--- config.mk ---
export PLATFORM = sky130hd
export DESIGN_NAME = os_match_timer
export DESIGN_NICKNAME = d
export VERILOG_FILES = /design/src/rtl/ostmr_pkg.sv /design/src/rtl/ostmr_counter.sv /design/src/rtl/ostmr_channel.sv /design/src/rtl/ostmr_regbus.sv /design/src/rtl/os_match_timer.sv
export SDC_FILE = /design/constraint.sdc
export NUM_CORES = 1
export LEC_CHECK = 0
export BUFFER_PORTS_ARGS = -buffer_cell sky130_fd_sc_hd__buf_2
export CAP_MARGIN = 0
export CORE_ASPECT_RATIO = 1.25
export CORE_MARGIN = 2
export CORE_UTILIZATION = 55
export DETAILED_ROUTE_END_ITERATION = 8
export PLACE_DENSITY = 0.76
export SYNTH_ARGS = -nofsm -noshare
export SYNTH_HDL_FRONTEND = slang
export SYNTH_SLANG_ARGS = --single-unit
export TNS_END_PERCENT = 30
--- constraint.sdc ---
create_clock -name clk -period 3.1 [get_ports clk]
set_input_delay 0.775 -clock clk [delete_from_list [all_inputs] [get_ports clk]]
set_output_delay 0.775 -clock clk [all_outputs]
set_load 0.01 [all_outputs]
--- src/rtl/ostmr_pkg.sv ---
package ostmr_pkg;
  localparam int NUM_CH = 4;
  localparam int DATA_W = 32;
  localparam int ADDR_W = 8;
  localparam int IDX_W  = 3;

  typedef enum logic [2:0] {
    RK_MATCH, RK_COUNT, RK_STATUS, RK_WDOG, RK_IEN, RK_NONE
  } reg_kind_e;

  typedef struct packed {
    reg_kind_e        kind;
    logic [1:0]       ch;
  } reg_sel_t;

  // Map a byte offset to a register kind; offsets outside 0x00..0x1C or
  // not word aligned map to RK_NONE.
  function automatic reg_sel_t decode_offset(input logic [ADDR_W-1:0] a);
    reg_sel_t r;
    logic [IDX_W-1:0] idx;
    idx    = a[IDX_W+1:2];
    r.ch   = idx[1:0];
    r.kind = RK_NONE;
    if (a[1:0] == 2'b00 && a[ADDR_W-1:IDX_W+2] == '0) begin
      case (idx)
        3'd0, 3'd1, 3'd2, 3'd3: r.kind = RK_MATCH;
        3'd4:                   r.kind = RK_COUNT;
        3'd5:                   r.kind = RK_STATUS;
        3'd6:                   r.kind = RK_WDOG;
        default:                r.kind = RK_IEN;
      endcase
    end
    return r;
  endfunction

  function automatic logic [DATA_W-1:0] next_count(input logic [DATA_W-1:0] c);
    return c + {{(DATA_W-1){1'b0}}, 1'b1};
  endfunction

  // Flag update: events set, write-one clears, set wins
  function automatic logic flag_next(input logic cur, input logic set_ev, input logic clr);
    return set_ev | (cur & ~clr);
  endfunction
endpackage

--- src/rtl/ostmr_counter.sv ---
module ostmr_counter
  import ostmr_pkg::*;
#(
  parameter int W = DATA_W
) (
  input  logic         clk,
  input  logic         rst_n,
  input  logic         tick,
  input  logic         load,
  input  logic [W-1:0] load_val,
  output logic [W-1:0] count
);
  always_ff @(posedge clk or negedge rst_n) begin
    if (!rst_n)      count <= '0;
    else if (load)   count <= load_val;
    else if (tick)   count <= count + {{(W-1){1'b0}}, 1'b1};
  end


  count_step_chk: assert property (@(posedge clk) disable iff (!rst_n)
    (tick && !load) |=> (count == $past(count) + 1'b1));

  count_hold_chk: assert property (@(posedge clk) disable iff (!rst_n)
    (!tick && !load) |=> $stable(count));

  count_load_chk: assert property (@(posedge clk) disable iff (!rst_n)
    load |=> (count == $past(load_val)));
endmodule

--- src/rtl/ostmr_channel.sv ---
module ostmr_channel
  import ostmr_pkg::*;
#(
  parameter int W = DATA_W
) (
  input  logic         clk,
  input  logic         rst_n,
  input  logic         tick,
  input  logic [W-1:0] count,
  input  logic         wr_match,
  input  logic [W-1:0] wdata,
  input  logic         clr,
  output logic [W-1:0] match_val,
  output logic         evt,
  output logic         status
);
  assign evt = tick && (count == match_val);

  always_ff @(posedge clk or negedge rst_n) begin
    if (!rst_n) begin
      match_val <= '0;
      status    <= 1'b0;
    end else begin
      if (wr_match) match_val <= wdata;
      status <= flag_next(status, evt, clr);
    end
  end


  evt_sets_chk: assert property (@(posedge clk) disable iff (!rst_n)
    evt |=> status);

  rise_cause_chk: assert property (@(posedge clk) disable iff (!rst_n)
    $rose(status) |-> $past(evt));

  clear_chk: assert property (@(posedge clk) disable iff (!rst_n)
    (clr && !evt) |=> !status);
endmodule

--- src/rtl/ostmr_regbus.sv ---
module ostmr_regbus
  import ostmr_pkg::*;
(
  input  logic [ADDR_W-1:0]              addr,
  input  logic                           wr_en,
  input  logic [DATA_W-1:0]              wdata,
  input  logic [NUM_CH-1:0][DATA_W-1:0]  match_vals,
  input  logic [DATA_W-1:0]              count,
  input  logic [NUM_CH-1:0]              status,
  input  logic [NUM_CH-1:0]              ien,
  input  logic                           wdog_on,
  output logic [NUM_CH-1:0]              wr_match,
  output logic                           wr_count,
  output logic [NUM_CH-1:0]              clr,
  output logic                           wr_wdog,
  output logic                           wr_ien,
  output logic [DATA_W-1:0]              rdata
);
  reg_sel_t sel;
  assign sel = decode_offset(addr);

  for (genvar n = 0; n < NUM_CH; n++) begin : g_wsel
    assign wr_match[n] = wr_en && sel.kind == RK_MATCH && sel.ch == n[1:0];
    assign clr[n]      = wr_en && sel.kind == RK_STATUS && wdata[n];
  end

  assign wr_count = wr_en && sel.kind == RK_COUNT;
  assign wr_wdog  = wr_en && sel.kind == RK_WDOG && wdata[0];
  assign wr_ien   = wr_en && sel.kind == RK_IEN;

  always_comb begin
    rdata = '0;
    case (sel.kind)
      RK_MATCH:  rdata = match_vals[sel.ch];
      RK_COUNT:  rdata = count;
      RK_STATUS: rdata[NUM_CH-1:0] = status;
      RK_WDOG:   rdata[0] = wdog_on;
      RK_IEN:    rdata[NUM_CH-1:0] = ien;
      default:   rdata = '0;
    endcase
  end


  always_comb begin
    if (sel.kind == RK_NONE)
      unmapped_quiet_chk: assert (rdata == '0 && !wr_count && wr_match == '0
                                  && clr == '0 && !wr_wdog && !wr_ien);
  end
endmodule

--- src/rtl/os_match_timer.sv ---
module os_match_timer
  import ostmr_pkg::*;
(
  input  logic              clk,
  input  logic              rst_n,
  input  logic              tick,
  input  logic [ADDR_W-1:0] addr,
  input  logic              wr_en,
  input  logic [DATA_W-1:0] wdata,
  output logic [DATA_W-1:0] rdata,
  output logic              irq,
  output logic              rst_req
);
  localparam int WDOG_CH = NUM_CH - 1;

  logic [DATA_W-1:0]             count;
  logic [NUM_CH-1:0][DATA_W-1:0] match_vals;
  logic [NUM_CH-1:0]             status, evt, clr, wr_match, ien;
  logic                          wr_count, wr_wdog, wr_ien, wdog_on;
  logic                          wdog_fire;

  ostmr_counter #(.W(DATA_W)) u_cnt (
    .clk(clk), .rst_n(rst_n), .tick(tick),
    .load(wr_count), .load_val(wdata), .count(count)
  );

  for (genvar n = 0; n < NUM_CH; n++) begin : g_ch
    ostmr_channel #(.W(DATA_W)) u_ch (
      .clk(clk), .rst_n(rst_n), .tick(tick), .count(count),
      .wr_match(wr_match[n]), .wdata(wdata), .clr(clr[n]),
      .match_val(match_vals[n]), .evt(evt[n]), .status(status[n])
    );
  end

  ostmr_regbus u_bus (
    .addr(addr), .wr_en(wr_en), .wdata(wdata),
    .match_vals(match_vals), .count(count), .status(status),
    .ien(ien), .wdog_on(wdog_on),
    .wr_match(wr_match), .wr_count(wr_count), .clr(clr),
    .wr_wdog(wr_wdog), .wr_ien(wr_ien), .rdata(rdata)
  );

  assign wdog_fire = wdog_on && evt[WDOG_CH];

  always_ff @(posedge clk or negedge rst_n) begin
    if (!rst_n) begin
      ien     <= '0;
      wdog_on <= 1'b0;
      rst_req <= 1'b0;
    end else begin
      if (wr_ien)    ien     <= wdata[NUM_CH-1:0];
      if (wr_wdog)   wdog_on <= 1'b1;
      if (wdog_fire) rst_req <= 1'b1;
    end
  end

  assign irq = |(status & ien);


  wdog_sticky_chk: assert property (@(posedge clk) disable iff (!rst_n)
    wdog_on |=> wdog_on);

  rst_hold_chk: assert property (@(posedge clk) disable iff (!rst_n)
    rst_req |=> rst_req);

  rst_cause_chk: assert property (@(posedge clk) disable iff (!rst_n)
    $rose(rst_req) |-> ($past(wdog_on) && $past(evt[WDOG_CH])));

  irq_mask_chk: assert property (@(posedge clk) disable iff (!rst_n)
    (ien == '0) |-> !irq);
endmodule

== After elaboration in Yosys (flattened, before gate mapping) ==
Cells that the tools add are included.
Cells by class
  $add $sub $neg: 1
  order comparisons: 1
  equality and inequality tests: 17
  multiplexer cells: 9
  bitwise gates (word level): 13
  reductions and logical operators: 28
Operator list (number)
  equality test 32 bit: 4
  two-way mux 32 bit: 3
  binary-select mux 32 bit (select 2 bit): 1
  case mux 28 bit (2 select lines): 1
  adder 32 x 1 -> 32 bit, second input constant: 1
  case mux 3 bit (4 select lines): 2
  logical AND 1 bit: 20
  equality test 3 x 2 -> 1 bit, second input constant: 4
  equality test 3 bit, second input constant: 4
  zero test 3 bit: 3
  OR reduction 4 bit: 2
  equality test 3 x 1 -> 1 bit, second input constant: 2
  case mux 1 bit (5 select lines): 1
  AND 1 bit: 4
  AND 4 bit: 1
  equality test 2 bit, second input constant: 2
  zero test 2 bit: 2
  inverter 1 bit: 4
  OR 1 bit: 4
  less-than comparator 2 x 3 -> 1 bit, second input constant: 1
  two-way mux 3 bit: 1
  equality test 2 x 1 -> 1 bit, second input constant: 1
  nonzero test 2 bit: 1
Word-level totals
  flip-flop bits (word level): 170
  input bits: 44
  word-level logic and storage cells: 81

== Logic depth before layout (Yosys ltp) ==
  word-level depth: 10
  gate-level depth with buffers: 7
  depth with buffers taken out: 5

== Modules after synthesis ==
Synthesis repeated with hierarchy kept, for this count alone.
Unflattened totals
  cell total of the unflattened synthesis: 809
  area, all modules: 9914.5 µm²
Modules (own cells, without submodules)
  ostmr_channel: instances 4, cells each 115, area each 1579.0 µm², seq. area each 825.8 µm²
  ostmr_counter: instances 1, cells each 219, area each 1966.9 µm², seq. area each 800.8 µm²
  ostmr_regbus: instances 1, cells each 115, area each 1403.8 µm², seq. area each 0.0 µm²
  os_match_timer: instances 1, cells each 15, area each 227.7 µm², seq. area each 150.1 µm²

== Worst setup path after synthesis ==
No wires, ideal clock.
  path type: in2out
  from: input port addr[2]
  to: output port rdata[10]
  arrival: 2.250 ns
  path slack: 0.075 ns
  cell stages on the path: 4
  cells stage by stage: clkbuf_1 > buf_2 > mux4_2 > a22o_1
On the way
  longest elaborated chain between the ends: 6
  elaborated cells between the ends (all ways): 15
  classes of those cells: 7 x eq/ne; 5 x mux; 3 x reduce/logical
Ends and longest elaborated chain
  from (decl): RTL line os_match_timer.sv:7  | input logic [ADDR_W-1:0] addr,
  equality test 3 x 1 -> 1 bit, or another cell as far along: RTL line ostmr_pkg.sv:25  | case (idx)
  OR reduction 4 bit: RTL line ostmr_pkg.sv:25
  case mux 3 bit (4 select lines): RTL line ostmr_pkg.sv:25
  two-way mux 3 bit: RTL line ostmr_pkg.sv:24  | if (a[1:0] == 2'b00 && a[ADDR_W-1:IDX_W+2] == '0) begin
  equality test 3 x 1 -> 1 bit / zero test 3 bit (equally long branches): RTL line ostmr_regbus.sv:33  | case (sel.kind)
  case mux 28 bit (2 select lines) (*): RTL line ostmr_regbus.sv:33
  to (decl): RTL line os_match_timer.sv:10  | output logic [DATA_W-1:0] rdata,
Every way passes the cells marked *; elsewhere a longest branch is shown, timed or not. The select of a mux whose other input is x is not followed.

== Final worst setup path ==
  from: input port addr[0]
  to: output port rdata[22]
On the way
  longest elaborated chain between the ends: 5
  elaborated cells between the ends (all ways): 6
  classes of those cells: 1 x eq/ne; 2 x mux; 3 x reduce/logical
Ends and longest elaborated chain (RTL line)
  zero test 2 bit (*): ostmr_pkg.sv:24
  logical AND 1 bit (*): ostmr_pkg.sv:24
  two-way mux 3 bit (*): ostmr_pkg.sv:24
  equality test 3 x 1 -> 1 bit / zero test 3 bit (equally long branches): ostmr_regbus.sv:33
  case mux 28 bit (2 select lines) (*): ostmr_regbus.sv:33
Every way passes the cells marked *; elsewhere a longest branch is shown, timed or not.

==> impl_metrics.env <==
export IMPL_numCtsBuffers=17
export IMPL_muxShareOfSynthArea_pct=23.33
export IMPL_clkLatencyLatePin_ns=0.43
export IMPL_ys_ff_latch=170
export IMPL_post_synth_top_count_cell="dfrtp_1"
export IMPL_dieHeight_um=153.0
export IMPL_run_status="complete, no violations"
export IMPL_synth_top_family_by_area="multiplexers"
export IMPL_die_area_um2=18860
export IMPL_crit_type="in -> out"
export IMPL_synth_top_area_share_pct=43.53
export IMPL_dp_hpwl_um=19900
export IMPL_path_cells="buf_2 -> or4_4 -> nor3_4 -> buf_4 -> a22o_1 -> buf_2"
export IMPL_drt_iter0_drc=604
export IMPL_regToRegEndpoint="u_cnt.count[28]$_DFFE_PN0P_"
export IMPL_die_w_um=123.2
export IMPL_grt_total_usage_pct=31.26
export IMPL_placementRows=54
export IMPL_crit_arrival_ns=2.25
export IMPL_drive_above_1_share_pct=32.14
export IMPL_core_area_um2=17430
export IMPL_clockBufferDepth=2
export IMPL_slew_viol_final=0
export IMPL_critPathRequiredTime_ns=2.32
export IMPL_drv_cap=0
export IMPL_vias=7369
export IMPL_irDropWorstVdd_uv=392.2
export IMPL_numPortBuffers=77
export IMPL_post_cts_buffers=0
export IMPL_post_route_period_util_pct=97.53
export IMPL_antenna_left=0
export IMPL_regToRegSetupSlack_ns=0.52
export IMPL_synthCells=827
export IMPL_start_util_pct=56.07
export IMPL_ys_seq_area_share_pct=43.53
export IMPL_end_kind="output pin"
export IMPL_fmax_mhz=330.7
export IMPL_synth_simple_area_share_pct=10.05
export IMPL_fin_crit_ns=3.024
export IMPL_finalInstanceArea_um2=11110
export IMPL_synthArstFlopShare_pct=100.0
export IMPL_setup_viol=0
export IMPL_reg2regPathDepth=4
export IMPL_grt_pass1_wl_um=43510
export IMPL_grt_ovfl_total=0
export IMPL_p_per_area_nw_per_um2=548.7
export IMPL_antenna_diode_count=0
export IMPL_placed_cell_area_um2=10460
export IMPL_cpLargestDelayFamily="simple AND/OR/NAND/NOR gates"
export IMPL_boundaryPins=78
export IMPL_reg2reg_from="u_cnt.count[11]$_DFFE_PN0P_"
export IMPL_yosys_top_cells_count="dfrtp_1, xor2_1, mux2_2"
export IMPL_skew_ns=0.005349
export IMPL_synth_top_area_cell="dfrtp_1"
export IMPL_drc=0
export IMPL_cp_common_cell="buf_2"
export IMPL_synth_xor_area_share_pct=12.55
export IMPL_gp_congestion=1.022
export IMPL_path_buf_inv=3
export IMPL_cts_root_buf="clkbuf_16"
export IMPL_min_path_type="in -> async"
export IMPL_synth_avg_cell_area_um2=11.82
export IMPL_relSlewSlack_pct=53.73
export IMPL_clk_pin_slew_ns=0.06
export IMPL_cts_tree="yes"
export IMPL_synth_cell_types=42
export IMPL_grt_antenna_before_repair=0
export IMPL_syn2layout_area_growth_pct=13.66
export IMPL_wl_per_cell_um=25.20
export IMPL_finalSetupTns_ns=0
export IMPL_synth_area_leaders="dfrtp_1, mux2_2, xor2_1, mux4_2, mux2_1"
export IMPL_synth_compound_area_share_pct=6.683
export IMPL_synth_adder_area_share_pct=0.1280
export IMPL_ys_warn_count=0
export IMPL_synth_main_ff_cell="dfrtp_1"
export IMPL_finalNetCount=928
export IMPL_first_pass_iters=5
export IMPL_p_total_mw=6.095
export IMPL_rsz0062_at_grt="false"
export IMPL_crit_start="addr[0]"
export IMPL_final_core_utilization_pct=63.72
export IMPL_worstPathMaxFanout=12
export IMPL_p_leak_nw=5.741
export IMPL_grt_pass1_vias=7240
export IMPL_synth_edf_count=0
export IMPL_cp_start_kind="input pin"
export IMPL_htreeDepth=4
export IMPL_synth_fp_nets=872
export IMPL_cpPeakStageDelay_ns=0.57
export IMPL_routed_wl_um=28220
export IMPL_worst_pin_slew_ns=0.6878
export IMPL_hold_violations=0
export IMPL_grt_max_degree=66
export IMPL_cts_sinks=170
export IMPL_crit_path_top_delay_cell="or4_4"
export IMPL_syn_area_um2=9773
export IMPL_vias_per_cell=6.579
## stage by stage
step                      setup slack, ns  instances  hold slack, ns
after floorplan                   0.07523        827          0.4437
after CTS                         0.05711       1120          0.3287
after detailed placement          0.05950       1088          0.4643
after global routing             0.009293       1120          0.3489
final                             0.07649       1120          0.3113
after global placement             0.1055       1088          0.4686
## worst max path at each step
stage | to | slack, ns | cells past startpoint
6_report | rdata[22] | 0.08 | 6
2_1_floorplan | rdata[10] | 0.08 | 4
4_1_cts | rdata[2] | 0.06 | 6
5_1_grt | rdata[2] | 0.009 | 6
3_3_place_gp | rdata[15] | 0.11 | 6
3_5_place_dp | rdata[2] | 0.06 | 6
## what timing repair did
action	CTS	global route
resized for setup	0	2
setup endpoints to repair	0	3
hold buffers	0	0
## cell families after synthesis
logic type / after synthesis
simple gates: 173
mux: 170
flops: 170
xor+xnor: 140
compound gates: 90
buf+inv: 83
fa+ha+maj: 1
## worst register-to-register path, stage by stage, from the launching register on
cell and delay [ns]:
dfrtp_1 0.58, nand4_1 0.26, or4_1 0.83, or4_1 0.60, a31oi_1 0.22
## power breakdown
group	switching, mW	internal, mW	total (mW)	leakage [nW]
combinational	0.688	0.499	1.19	3.12
clock	0.875	1.38	2.25	0.312
sequential	0.268	2.39	2.66	2.31
## final cells by class
| cell class | instances | area, um^2 |
|---|---|---|
| fillers | 1338 | 6324 |
| repair buffers | 111 | 734.5 |
| clock inverters | 10 | 138.9 |
| clock buffers | 22 | 494.2 |
| flip-flops and latches | 170 | 4254 |
| well taps | 224 | 280.3 |
| multi-input cells | 574 | 5172 |
| inverters | 9 | 33.78 |
## metal layers
metal / part of all wire, % / track usage [%] / up-vias
li1: - / - / 3181
met1: 38 / 41.09 / 3688
met2: 48 / 48.82 / 403
met3: 8.1 / 5.933 / 97
met4: 5.9 / 16.61 / 0
met5: 0 / 0 / -
## state kept, by name (all words and copies together) (netlist names)
signal / flops
g_ch.u_ch.match_val: 128
u_cnt.count: 32
g_ch.u_ch.status: 4
ien: 4
rst_req: 1
wdog_on: 1
## cell usage in the layout, fill, tap and decap left out, types with 2 or more instances in the layout
cell	Yosys	routed
and3_1	6	6
dfrtp_1	170	170
mux2_1	30	30
buf_2	19	76
or4b_2	4	4
nor4_1	32	31
clkinv_4	0	3
mux2i_1	5	5
o211ai_1	4	4
mux4_2	33	33
nand3_1	23	22
xor2_1	130	130
xnor2_1	10	10
or4_1	13	13
buf_12	0	7
a22oi_1	2	2
bufinv_16	0	3
a31oi_1	15	15
o31ai_1	15	15
o21ai_0	20	20
clkbuf_16	0	17
clkinv_2	0	3
o311ai_0	2	2
buf_4	2	27
inv_1	9	9
and4_1	4	4
nor3_1	6	6
a22o_1	28	28
nand2_1	33	33
nor2_1	19	18
a221o_1	3	3
mux2_2	102	102
or3_1	6	5
clkbuf_8	0	5
nand4_1	19	19
(Power assumes the default switching activity.)
